`src/rtl/can_shadow_pkg.sv`:
```
package can_shadow_pkg;
    typedef enum logic {
        S_AWAKE,
        S_ASLEEP
    } sleep_state_t;

    typedef enum logic [1:0] {
        L_CONFIG,
        L_NORMAL,
        L_SETTLE,
        L_LOOP
    } loop_state_t;
endpackage

```
`src/rtl/tx_occupancy.sv`:
```
module tx_occupancy #(
    parameter int NUM_BUF = 4
) (
    input  logic clk,
    input  logic rst,
    input  logic tx_write,
    input  logic tx_done,
    output logic empty
);
    localparam int CW = $clog2(NUM_BUF + 1);
    localparam logic [CW-1:0] FULL = CW'(NUM_BUF);

    logic [CW-1:0] cnt;

    always_ff @(posedge clk) begin
        if (rst) begin
            cnt <= '0;
        end else if (tx_write && !tx_done && cnt < FULL) begin
            cnt <= cnt + CW'(1);
        end else if (tx_done && !tx_write && cnt != '0) begin
            cnt <= cnt - CW'(1);
        end
    end

    assign empty = (cnt == '0);

    // the count never exceeds the configured number of buffers
    p_cnt_bound_r1: assert property (@(posedge clk) disable iff (rst)
        cnt <= FULL);

    // both strobes together hold the count
    p_cnt_hold_r1: assert property (@(posedge clk) disable iff (rst)
        (tx_write && tx_done) |=> $stable(cnt));

    // a completion on an empty count keeps it at zero
    p_cnt_floor_r1: assert property (@(posedge clk) disable iff (rst)
        (empty && tx_done && !tx_write) |=> empty);
endmodule

```
`src/rtl/sleep_tracker.sv`:
```
module sleep_tracker
    import can_shadow_pkg::*;
(
    input  logic clk,
    input  logic rst,
    input  logic tx_write,
    input  logic buf_empty,
    input  logic bus_idle,
    input  logic bus_busy,
    output logic sleep_o,
    output logic wake_pulse_o,
    output logic wake_pend_o
);
    sleep_state_t state, state_nx;

    always_comb begin
        state_nx = state;
        unique case (state)
            S_AWAKE:  if (bus_idle && buf_empty && !tx_write) state_nx = S_ASLEEP;
            S_ASLEEP: if (bus_busy) state_nx = S_AWAKE;
            default:  state_nx = S_AWAKE;
        endcase
    end

    always_ff @(posedge clk) begin
        if (rst) state <= S_AWAKE;
        else     state <= state_nx;
    end

    always_ff @(posedge clk) begin
        if (rst) begin
            wake_pulse_o <= 1'b0;
            wake_pend_o  <= 1'b0;
        end else begin
            wake_pulse_o <= 1'b0;
            unique case (state)
                S_AWAKE: begin
                    if (state_nx == S_ASLEEP) wake_pend_o <= 1'b0;
                end
                S_ASLEEP: begin
                    if (bus_busy) begin
                        wake_pulse_o <= 1'b1;
                        wake_pend_o  <= 1'b0;
                    end else if (tx_write) begin
                        wake_pend_o  <= 1'b1;
                    end
                end
                default: wake_pend_o <= 1'b0;
            endcase
        end
    end

    assign sleep_o = (state == S_ASLEEP);

    // sleep entry only after an idle cycle with no outstanding messages
    p_entry_gate_r2: assert property (@(posedge clk) disable iff (rst)
        $rose(sleep_o) |-> $past(bus_idle && buf_empty && !tx_write));

    // a write while asleep raises the pending flag
    p_pend_set_r4: assert property (@(posedge clk) disable iff (rst)
        (sleep_o && tx_write && !bus_busy) |=> (wake_pend_o && sleep_o));

    // busy while asleep wakes the node with a pulse
    p_wake_on_busy_r5: assert property (@(posedge clk) disable iff (rst)
        (sleep_o && bus_busy) |=> (wake_pulse_o && !sleep_o));

    // the wake event lasts one cycle
    p_wake_single_r5: assert property (@(posedge clk) disable iff (rst)
        wake_pulse_o |=> !wake_pulse_o);

    // pending is gone when the wake event fires
    p_pend_clear_r6: assert property (@(posedge clk) disable iff (rst)
        wake_pulse_o |-> !wake_pend_o);
endmodule

```
`src/rtl/loop_tracker.sv`:
```
module loop_tracker
    import can_shadow_pkg::*;
#(
    parameter int SETTLE_TICKS = 6
) (
    input  logic clk,
    input  logic rst,
    input  logic ctrl_write,
    input  logic loop_req,
    input  logic core_en,
    input  logic can_tick,
    output logic loop_o
);
    localparam int DW = $clog2(SETTLE_TICKS + 1);
    localparam logic [DW-1:0] LAST = DW'(SETTLE_TICKS - 1);

    loop_state_t   state, state_nx;
    logic [DW-1:0] dly;
    logic          disable_wr;

    assign disable_wr = ctrl_write && !core_en;

    always_comb begin
        state_nx = state;
        unique case (state)
            L_CONFIG: begin
                if (ctrl_write && core_en) state_nx = loop_req ? L_SETTLE : L_NORMAL;
            end
            L_NORMAL: if (disable_wr) state_nx = L_CONFIG;
            L_SETTLE: begin
                if (disable_wr)                   state_nx = L_CONFIG;
                else if (can_tick && dly == LAST) state_nx = L_LOOP;
            end
            L_LOOP:   if (disable_wr) state_nx = L_CONFIG;
            default:  state_nx = L_CONFIG;
        endcase
    end

    always_ff @(posedge clk) begin
        if (rst) state <= L_CONFIG;
        else     state <= state_nx;
    end

    always_ff @(posedge clk) begin
        if (rst) begin
            dly    <= '0;
            loop_o <= 1'b0;
        end else begin
            loop_o <= (state_nx == L_LOOP);
            if (state != L_SETTLE || state_nx != L_SETTLE) dly <= '0;
            else if (can_tick)                              dly <= dly + DW'(1);
        end
    end

    // loopback appears only right after a tick
    p_loop_after_tick_r7: assert property (@(posedge clk) disable iff (rst)
        $rose(loop_o) |-> $past(can_tick));

    // in normal operation a request never starts the settle delay
    p_normal_ignores_r8: assert property (@(posedge clk) disable iff (rst)
        (state == L_NORMAL && !disable_wr) |=> (state == L_NORMAL && !loop_o));

    // clearing the enable drops loopback
    p_disable_drops_r9: assert property (@(posedge clk) disable iff (rst)
        disable_wr |=> (!loop_o && dly == '0));

    // the delay counter stays inside its window
    p_dly_bound_r7: assert property (@(posedge clk) disable iff (rst)
        dly <= LAST);
endmodule

```
`src/rtl/can_mode_shadow.sv`:
```
module can_mode_shadow #(
    parameter int NUM_BUF      = 4,
    parameter int SETTLE_TICKS = 6
) (
    input  logic clk,
    input  logic rst,
    input  logic tx_write,
    input  logic tx_done,
    input  logic bus_idle,
    input  logic bus_busy,
    input  logic ctrl_write,
    input  logic loop_req,
    input  logic core_en,
    input  logic can_tick,
    output logic sleep_o,
    output logic wake_pulse_o,
    output logic wake_pend_o,
    output logic loop_o
);
    logic buf_empty;

    tx_occupancy #(.NUM_BUF(NUM_BUF)) u_occ (
        .clk      (clk),
        .rst      (rst),
        .tx_write (tx_write),
        .tx_done  (tx_done),
        .empty    (buf_empty)
    );

    sleep_tracker u_sleep (
        .clk          (clk),
        .rst          (rst),
        .tx_write     (tx_write),
        .buf_empty    (buf_empty),
        .bus_idle     (bus_idle),
        .bus_busy     (bus_busy),
        .sleep_o      (sleep_o),
        .wake_pulse_o (wake_pulse_o),
        .wake_pend_o  (wake_pend_o)
    );

    loop_tracker #(.SETTLE_TICKS(SETTLE_TICKS)) u_loop (
        .clk        (clk),
        .rst        (rst),
        .ctrl_write (ctrl_write),
        .loop_req   (loop_req),
        .core_en    (core_en),
        .can_tick   (can_tick),
        .loop_o     (loop_o)
    );

    // nothing is asserted in the first cycle after reset
    p_reset_quiet_r10: assert property (@(posedge clk)
        $fell(rst) |-> !(sleep_o || wake_pulse_o || wake_pend_o || loop_o));
endmodule

```
`config.mk`:
```
export PLATFORM = sky130hd
export DESIGN_NAME = can_mode_shadow
export DESIGN_NICKNAME = d
export VERILOG_FILES = /design/src/rtl/can_shadow_pkg.sv /design/src/rtl/tx_occupancy.sv /design/src/rtl/sleep_tracker.sv /design/src/rtl/loop_tracker.sv /design/src/rtl/can_mode_shadow.sv
export SDC_FILE = /design/constraint.sdc
export NUM_CORES = 1
export LEC_CHECK = 0
export BUFFER_PORTS_ARGS = -buffer_cell sky130_fd_sc_hd__buf_2
export CORE_MARGIN = 5
export CORE_UTILIZATION = 28
export DETAILED_ROUTE_END_ITERATION = 7
export PLACE_DENSITY = 0.56
export SLEW_MARGIN = 15
export SYNTH_ARGS = -nofsm -noshare
export SYNTH_HDL_FRONTEND = slang
export SYNTH_SLANG_ARGS = --single-unit
```
`constraint.sdc`:
```
create_clock -name clk -period 3.3 [get_ports clk]
set_input_delay 0.66 -clock clk [delete_from_list [all_inputs] [get_ports clk]]
set_output_delay 0.66 -clock clk [all_outputs]
set_load 0.01 [all_outputs]
```
==> flow_metrics.env, run 1 <==
export IMPL_ys_ff_latch=12
export IMPL_die_area_um2=3010
export IMPL_track_usage_pct=8.73
export IMPL_cts_tree="done"
export IMPL_crit_path_start_kind="primary input"
export IMPL_finalNetCount=89
export IMPL_fill_cells=218
export IMPL_dr_pass1_iters=2
export IMPL_grt_pass1_wl_um=1770
export IMPL_hold_class="reg -> reg"
export IMPL_start_util_pct=29.0
export IMPL_met2_usage_pct=11.2
export IMPL_syn_nets=72
export IMPL_finalWeightedCongestion=0.764
export IMPL_io_pins=14
export IMPL_cts_sinks=12
export IMPL_hpwl_um=847
export IMPL_clock_skew_ns=0.000820
export IMPL_peakVddDrop_mv=0.204
export IMPL_tightest_slew_ns=0.403
export IMPL_path_max_fanout=7
export IMPL_coreArea_um2=1940
export IMPL_hold_violations=0
export IMPL_synth_most_common_cell="dfxtp_1"
export IMPL_period_minus_slack_ns=2.11
export IMPL_area_delta_synth_final_pct=22.0
export IMPL_gr_max_usage_layer="met2"
export IMPL_p_int_uw=246
export IMPL_worst_ep_arrival_time_ns=2.32
export IMPL_antenna_found_initial=0
export IMPL_placed_cell_area_um2=651
export IMPL_rows=16
export IMPL_power_switching_uw=85.3
export IMPL_p_clk_share_pct=35.8
export IMPL_power_density_nw_per_um2=482
export IMPL_wl_um=1100
export IMPL_via_per_inst=4.49
export IMPL_p_seq_share_pct=49.2
export IMPL_drt_iter0_drc=10
export IMPL_gr_usage_met1_pct=11.1
export IMPL_cts_resized=0
export IMPL_power_frac_comb_pct=15.0
export IMPL_synth_distinct_cells=27
export IMPL_relSlewSlack_pct=72.9
export IMPL_grt_ovfl_total=0
export IMPL_yosysWarnings=0
export IMPL_ant_nets=0
export IMPL_postCtsSetupBuffers=0
export IMPL_clock_path_buffers=2
export IMPL_diodes=0
export IMPL_critPathCaptureType="flip-flop"
export IMPL_clk_insertion_delay_late_ns=0.27
export IMPL_synth_top_cells_by_area="dfxtp_1 43%, a21oi_1 5.3%, ha_1 4.4%"
export IMPL_first_global_vias=403
export IMPL_die_height_um=54.8
export IMPL_root_buffer="clkbuf_4"
export IMPL_grt_max_degree=9
export IMPL_p_leak_uw=0.000273
export IMPL_place_worst_setup_slack_ns=0.898
export IMPL_cts_made_buffers=3
export IMPL_avgSynthCellArea_um2=9.54
export IMPL_final_cell_area_um2=687
export IMPL_postCtsHoldBufs=0
export IMPL_synth_flop_cell="dfxtp_1"
export IMPL_drc=0
export IMPL_wl_per_cell_um=10.7
export IMPL_swShare_pct=25.8
export IMPL_path_class="in -> reg"
export IMPL_seq_area_frac_synth_pct=42.7
export IMPL_use_met3_pct=3.27
export IMPL_drive_gt1_share_pct=30.7
export IMPL_die_w_um=54.8
export IMPL_yosys_area_top_type="dfxtp_1"
export IMPL_synth_top_area_share_pct=42.7
export IMPL_max_freq_mhz=474
export IMPL_clk_pin_slew_worst_paths_ns=0.08
export IMPL_status="complete, no violations"
export IMPL_h_tree_depth=1
export IMPL_io_buffer_count=13
export IMPL_drv_slew=0
export IMPL_cap_violations=0
export IMPL_synth_common_cells="12 x dfxtp_1, 6 x a21oi_1, 6 x nor2_1"
export IMPL_rsz0062_at_grt="false"
export IMPL_layout_setup_ws_ns=1.19
export IMPL_ys_async_sr_fraction_pct=0
export IMPL_fin_tns_setup_ns=0
export IMPL_synth_edff_count=0
export IMPL_setup_viol=0
export IMPL_cp_data_required_time_ns=3.51
export IMPL_num_vias=458
export IMPL_period_share_pct=64.0
export IMPL_synth_cells=59
export IMPL_syn_cell_area_um2=563
[final timing paths]
kind	startpoint	endpoint	slack (ns)	cells after the start
setup / recovery	tx_write	u_occ.cnt[2]	1.19	5
hold reg to reg	u_loop.dly[1]	u_loop.dly[1]	0.50	2
setup reg to reg	u_occ.cnt[2]	u_occ.cnt[2]	1.33	4
hold / removal	u_loop.dly[1]	u_loop.dly[1]	0.50	2
[through the flow]
| stage | utilization (%) | cells | power, uW | hold slack, ns |
|---|---|---|---|---|
| global route | 35.4 | 102 | 355 | 0.543 |
| CTS | 35.4 | 102 | 339 | 0.504 |
| detailed placement | 33.5 | 98 | 216 | 0.494 |
| global placement | 33.5 | 98 | 216 | 0.488 |
| finish | 35.4 | 102 | 331 | 0.499 |
| floorplan | - | 59 | 200 | 0.472 |
[registers in the layout, indices dropped and copies added, names as in the netlist]
signal and flops:
u_occ.cnt 3, u_sleep.wake_pulse_o 1, u_loop.dly 3, u_sleep.wake_pend_o 1, u_sleep.sleep_o 1, u_loop.loop_o 1
u_loop.state 2
[logic make-up after synthesis]
kind of cell,share of synthesized area [%]
XOR/XNOR,3.11
adder cells (fa/ha/maj),8.00
AO/OA/AOI/OAI,18.0
buffers and inverters,4.00
AND/OR/NAND/NOR,24.2
flip-flops,42.7
[layout make-up]
cell class	instances	area, um^2	share of cell area, %
Multi-Input combinational cell	43	300	43.7
Sequential cell	12	240	35.0
Timing Repair Buffer	13	65.1	9.47
Clock buffer	4	36.3	5.28
Tap cell	27	33.8	4.92
Inverter	3	11.3	1.64
[power by group through the flow]
stage,combinational [uW],sequential [uW],clock (uW)
final,49.8,163,119
after global routing,57.3,165,133
after CTS,50.2,163,126
after detailed placement,50.2,166,0
after global placement,49.1,167,0
after floorplan,34.7,165,0
[placed cells by master, fill, tap and decap left out, types with 3 or more instances in the layout]
| cell type | Yosys | final |
|---|---|---|
| buf_2 | 0 | 13 |
| dfxtp_1 | 12 | 12 |
| nor2_1 | 6 | 6 |
| a21oi_1 | 6 | 6 |
| nand2b_1 | 4 | 4 |
| inv_1 | 3 | 3 |
| clkbuf_4 | 0 | 3 |
[worst max-delay path, cell delays in order]
cell,delay [ns]
buf_2,0.13
or3b_1,0.46
fa_1,0.43
or4_1,0.50
a31oi_1,0.13
[layer usage]
metal | up-vias | wire length (um)
met2 | 12 | 431
met4 | 0 | 34
met1 | 201 | 557
li1 | 241 | -
met5 | - | 0
met3 | 4 | 72
Note: power is estimated with default switching activity, not from simulation.
==> inputs of run 2 (changes only) <==
--- a/config.mk
+++ b/config.mk
@@ -9,7 +9,7 @@
 export CORE_MARGIN = 5
 export CORE_UTILIZATION = 28
 export DETAILED_ROUTE_END_ITERATION = 7
-export PLACE_DENSITY = 0.56
+export PLACE_DENSITY = 0.58
 export SLEW_MARGIN = 15
 export SYNTH_ARGS = -nofsm -noshare
 export SYNTH_HDL_FRONTEND = slang
==> constraint.sdc (replaced) <==
create_clock -name clk -period 1.8 [get_ports clk]
set_input_delay 0.36 -clock clk [delete_from_list [all_inputs] [get_ports clk]]
set_output_delay 0.36 -clock clk [all_outputs]
set_load 0.01 [all_outputs]
==> flow_metrics.env, run 2 (synthesis results as in run 1) <==
export IMPL_period_minus_slack_ns=1.76
export IMPL_via_per_inst=4.41
export IMPL_num_vias=467
export IMPL_finalWeightedCongestion=0.767
export IMPL_multi_input_area_um2=305
export IMPL_max_freq_mhz=569
export IMPL_rsz0062_at_grt="true"
export IMPL_cts_made_buffers=3
export IMPL_clk_insertion_delay_late_ns=0.27
export IMPL_coreArea_um2=1940
export IMPL_io_buffer_count=13
export IMPL_cp_cell_sequence="or3b_4 > fa_2 > or4_1 > a31oi_1"
export IMPL_worst_ep_arrival_time_ns=1.96
export IMPL_die_area_um2=3010
export IMPL_postCtsHoldBufs=0
export IMPL_fill_cells=221
export IMPL_wl_um=1060
export IMPL_h_tree_depth=1
export IMPL_critPathCaptureType="flip-flop"
export IMPL_finish_utilization_pct=37.2
export IMPL_min_from="bus_busy"
export IMPL_rows=16
export IMPL_root_buffer="clkbuf_4"
export IMPL_layout_setup_ws_ns=0.0413
export IMPL_crit_slowest_cell="or4_1"
export IMPL_r2r_start="u_occ.cnt[2]"
export IMPL_status="complete, no violations"
export IMPL_relSlewSlack_pct=75.6
export IMPL_tightest_slew_ns=0.363
export IMPL_placed_cells=102
export IMPL_dr_pass1_iters=3
export IMPL_grt_ovfl_total=0
export IMPL_first_global_vias=454
export IMPL_critPathMaxStageDelay_ns=0.50
export IMPL_drt_iter0_drc=7
export IMPL_finalNetCount=93
export IMPL_diodes=0
export IMPL_hold_violations=0
export IMPL_cap_violations=0
export IMPL_postCtsSetupBuffers=0
export IMPL_cts_tree="done"
export IMPL_place_worst_setup_slack_ns=-0.120
export IMPL_timing_critical_path_from="u_occ.cnt[2]"
export IMPL_die_w_um=54.8
export IMPL_track_usage_pct=8.46
export IMPL_largestRegisters="u_loop.dly (3), u_occ.cnt (3), u_loop.state (2)"
export IMPL_setup_viol=0
export IMPL_final_cell_mix="13 x buf_2, 12 x dfxtp_1, 6 x nor2_1, 6 x a21oi_1"
export IMPL_hold_class="in -> reg"
export IMPL_cts_sinks=12
export IMPL_p_leak_uw=0.000292
export IMPL_cts_resized=0
export IMPL_placed_cell_area_um2=683
export IMPL_ant_nets=0
export IMPL_drc=0
export IMPL_period_share_pct=97.7
export IMPL_clock_path_buffers=2
export IMPL_power_density_nw_per_um2=850
export IMPL_final_common_cell="buf_2"
export IMPL_finalNonFillerCells=106
export IMPL_io_pins=14
export IMPL_wl_per_cell_um=10.0
export IMPL_cp_data_required_time_ns=2.00
export IMPL_drv_slew=0
export IMPL_die_height_um=54.8
export IMPL_regArea_um2=240
export IMPL_path_class="reg -> reg"
export IMPL_area_delta_synth_final_pct=28.2
export IMPL_clk_pin_slew_worst_paths_ns=0.08
export IMPL_hpwl_um=841
export IMPL_grt_pass1_wl_um=1790
export IMPL_crit_path_start_kind="flip-flop"
export IMPL_antenna_found_initial=0
export IMPL_final_cell_area_um2=722
export IMPL_peakVddDrop_mv=0.293
export IMPL_drive_gt1_share_pct=36.7
export IMPL_clock_skew_ns=0.00662
export IMPL_path_max_fanout=3
export IMPL_grt_max_degree=9
export IMPL_start_util_pct=29.0
==> run 2: critical path, delay by kind of cell, from the launching register on <==
kind,cells,cell delay (ns)
simple gates,2,0.90
fa+ha+maj,1,0.35
flops,1,0.32
compound gates,1,0.13
==> run 2: cell type report <==
| class | count | share of cell area [%] |
|---|---|---|
| sequential | 12 | 33.3 |
| inverter | 3 | 1.56 |
| multi-input combinational | 43 | 42.3 |
| tap | 27 | 4.68 |
| clock buffer | 4 | 5.03 |
| timing repair buffer | 17 | 13.2 |
==> run 2: path summary, 6_finish.rpt <==
| check | to | slack (ns) | cells after the start |
|---|---|---|---|
| setup / recovery | u_occ.cnt[2] | 0.04 | 4 |
| hold / removal | u_sleep.wake_pulse_o | 0.33 | 3 |
| setup reg to reg | u_occ.cnt[2] | 0.04 | 4 |
| hold reg to reg | u_sleep.wake_pulse_o | 0.50 | 2 |
==> run 2: metrics by stage <==
step	power [uW]	hold WS (ns)	TNS [ns]
2_1_floorplan	367	0.428	-0.0601
3_3_place_gp	404	0.483	-0.0896
3_5_place_dp	406	0.483	-0.120
4_1_cts	622	0.326	0
5_1_grt	653	0.339	-0.0308
6_report	613	0.332	0
==> run 2: where the power goes <==
part / total, uW / switching, uW / internal [uW]
Sequential: 296 / 15.2 / 281
Combinational: 104 / 47.6 / 56.7
Clock: 213 / 89.9 / 123
Total: 613 / 153 / 461
==> run 2: metal layers <==
layer,vias up,global-route usage [%],wire length [um]
met2,10,12.2,449
met1,206,10.8,522
met5,-,0,0
li1,251,-,-
met3,0,3.54,90
met4,0,3.73,0
==> inputs of run 3 (changes only) <==
--- a/config.mk
+++ b/config.mk
@@ -5,11 +5,12 @@
 export SDC_FILE = /design/constraint.sdc
 export NUM_CORES = 1
 export LEC_CHECK = 0
+export ABC_AREA = 1
 export BUFFER_PORTS_ARGS = -buffer_cell sky130_fd_sc_hd__buf_2
 export CORE_MARGIN = 5
 export CORE_UTILIZATION = 28
 export DETAILED_ROUTE_END_ITERATION = 7
-export PLACE_DENSITY = 0.58
+export PLACE_DENSITY = 0.57
 export SLEW_MARGIN = 15
 export SYNTH_ARGS = -nofsm -noshare
 export SYNTH_HDL_FRONTEND = slang
==> flow_metrics.env, run 3 <==
export IMPL_cpMostUsedCell="nand2_1"
export IMPL_drt_iter0_drc=33
export IMPL_clock_path_buffers=2
export IMPL_period_minus_slack_ns=1.42
export IMPL_cts_resized=0
export IMPL_p_clk_share_pct=33.5
export IMPL_crit_path_start_kind="flip-flop"
export IMPL_wl_per_cell_um=9.21
export IMPL_relSlewSlack_pct=86.1
export IMPL_clk_insertion_delay_late_ns=0.27
export IMPL_regArea_um2=240
export IMPL_grt_ovfl_total=0
export IMPL_cts_made_buffers=3
export IMPL_critPathCaptureType="flip-flop"
export IMPL_postCtsHoldBufs=0
export IMPL_rsz0062_at_grt="false"
export IMPL_setup_viol=0
export IMPL_p_seq_share_pct=47.4
export IMPL_ys_ff_latch=12
export IMPL_power_switching_uw=173
export IMPL_num_vias=568
export IMPL_power_frac_comb_pct=19.0
export IMPL_synth_distinct_cells=21
export IMPL_diodes=0
export IMPL_cts_tree="done"
export IMPL_start_util_pct=29.5
export IMPL_crit_slowest_cell="fa_1"
export IMPL_power_density_nw_per_um2=794
export IMPL_antenna_found_initial=0
export IMPL_fill_cells=240
export IMPL_cp_data_required_time_ns=2.01
export IMPL_swShare_pct=27.6
export IMPL_avgSynthCellArea_um2=7.49
export IMPL_status="complete, no violations"
export IMPL_track_usage_pct=8.35
export IMPL_final_common_cell="nand2_1"
export IMPL_synth_most_common_cell="nand2_1"
export IMPL_io_pins=14
export IMPL_peakVddDrop_mv=0.394
export IMPL_synth_top_cells_by_area="dfxtp_1 36%, nand2_1 12%, inv_1 8.0%"
export IMPL_h_tree_depth=1
export IMPL_worst_ep_arrival_time_ns=1.63
export IMPL_max_freq_mhz=704
export IMPL_drc=0
export IMPL_io_buffer_count=13
export IMPL_largestRegisters="u_loop.dly (3), u_occ.cnt (3), u_loop.state (2)"
export IMPL_path_max_fanout=5
export IMPL_multi_input_area_um2=358
export IMPL_tightest_slew_ns=0.207
export IMPL_grt_max_degree=9
export IMPL_root_buffer="clkbuf_4"
export IMPL_postCtsSetupBuffers=0
export IMPL_cap_violations=0
export IMPL_via_per_inst=4.30
export IMPL_finalNonFillerCells=132
export IMPL_drv_slew=0
export IMPL_fin_tns_setup_ns=0
export IMPL_seq_area_frac_synth_pct=36.4
export IMPL_period_share_pct=78.9
export IMPL_cp_cell_sequence="inv_1 > nand3_2 > fa_1 > nand3b_1 > nand2_1 > nand2_1 > a21oi_1"
export IMPL_rows=17
export IMPL_synth_edff_count=0
export IMPL_synth_common_cells="21 x nand2_1, 14 x inv_1, 12 x dfxtp_1"
export IMPL_finalNetCount=118
export IMPL_synth_top_area_share_pct=36.4
export IMPL_first_global_vias=563
export IMPL_dr_pass1_iters=4
export IMPL_final_cell_mix="21 x nand2_1, 14 x inv_1, 13 x buf_2"
export IMPL_critPathMaxStageDelay_ns=0.39
export IMPL_synth_cells=88
export IMPL_clock_skew_ns=0.00903
export IMPL_ant_nets=0
export IMPL_worst_r2r_setup_slack_ns=0.38
export IMPL_cts_sinks=12
export IMPL_die_area_um2=3430
export IMPL_hold_class="in -> reg"
export IMPL_die_w_um=58.5
export IMPL_p_leak_uw=0.000380
export IMPL_ys_async_sr_fraction_pct=0
export IMPL_area_delta_synth_final_pct=19.9
export IMPL_syn_cell_area_um2=659
export IMPL_clk_pin_slew_worst_paths_ns=0.08
export IMPL_yosysWarnings=0
export IMPL_hold_violations=0
export IMPL_hpwl_um=1020
export IMPL_p_int_uw=454
export IMPL_finalWeightedCongestion=0.692
export IMPL_syn_nets=101
export IMPL_die_height_um=58.5
export IMPL_drive_gt1_share_pct=26.9
export IMPL_yosys_area_top_type="dfxtp_1"
export IMPL_coreArea_um2=2230
export IMPL_placed_cells=128
export IMPL_path_class="reg -> reg"
export IMPL_grt_pass1_wl_um=2240
export IMPL_wl_um=1220
export IMPL_synth_flop_cell="dfxtp_1"
run 3: cell count changes in the layout (fill, tap and decap cells not counted), sizes merged, moves of 4 or more:
cell,change
buf,-4
inv,+11
nand3,+7
nor2,+4
nand2b,-4
nand2,+22
run 3: final timing paths:
path,from,to,depth (start not counted)
max,u_occ.cnt[2],u_occ.cnt[2],7
min,bus_busy,u_sleep.wake_pulse_o,3
min reg2reg,u_sleep.sleep_o,u_sleep.wake_pulse_o,2
max reg2reg,u_occ.cnt[2],u_occ.cnt[2],7
run 3: cell type report:
cell class	count	area share [%]
well taps	28	4.43
multi-input cells	60	45.3
inverters	15	7.12
clock buffers	4	4.59
repair buffers	13	8.23
flip-flops and latches	12	30.4
run 3: power groups by stage:
stage	registers (uW)	logic [uW]	clock network, uW
final	298	120	210
after global placement	304	118	0
after CTS	298	121	219
after global routing	302	140	229
after floorplan	304	84.7	0
after detailed placement	304	121	0
run 3: cells by family (layout without fill, tap and decap cells):
family	Yosys count	after routing	share of synthesized area, %
buffers and inverters	16	32	9.30
AO/OA/AOI/OAI	6	6	4.55
flip-flops	12	12	36.4
XOR/XNOR	2	2	2.66
AND/OR/NAND/NOR	48	48	38.7
multiplexers	1	1	1.52
adder cells (fa/ha/maj)	3	3	6.83
run 3: metal layers:
metal	track usage, %	share of wire (%)	vias up	routed length [um]
met1	9.27	44	251	531
met3	3.29	6.0	0	73
met2	14.8	50	11	610
met5	0	0	-	0
li1	-	-	306	-
met4	1.99	0	0	0
run 3: metrics by stage:
| step | total power [uW] | utilization, % | hold WS (ns) | instance area (um^2) | setup WS [ns] |
|---|---|---|---|---|---|
| 2_1_floorplan | 389 | - | 0.454 | 659 | 0.454 |
| 3_3_place_gp | 421 | 33.8 | 0.473 | 754 | 0.289 |
| 3_5_place_dp | 425 | 33.8 | 0.474 | 754 | 0.237 |
| 4_1_cts | 638 | 35.4 | 0.311 | 791 | 0.360 |
| 5_1_grt | 671 | 35.4 | 0.336 | 791 | 0.217 |
| 6_report | 628 | 35.4 | 0.315 | 791 | 0.380 |
run 3: critical path, delay by kind of cell (launching register included):
kind	cells	cell delay [ns]
compound gates	1	0.10
fa+ha+maj	1	0.39
buf+inv	1	0.13
flops	1	0.32
simple gates	4	0.42
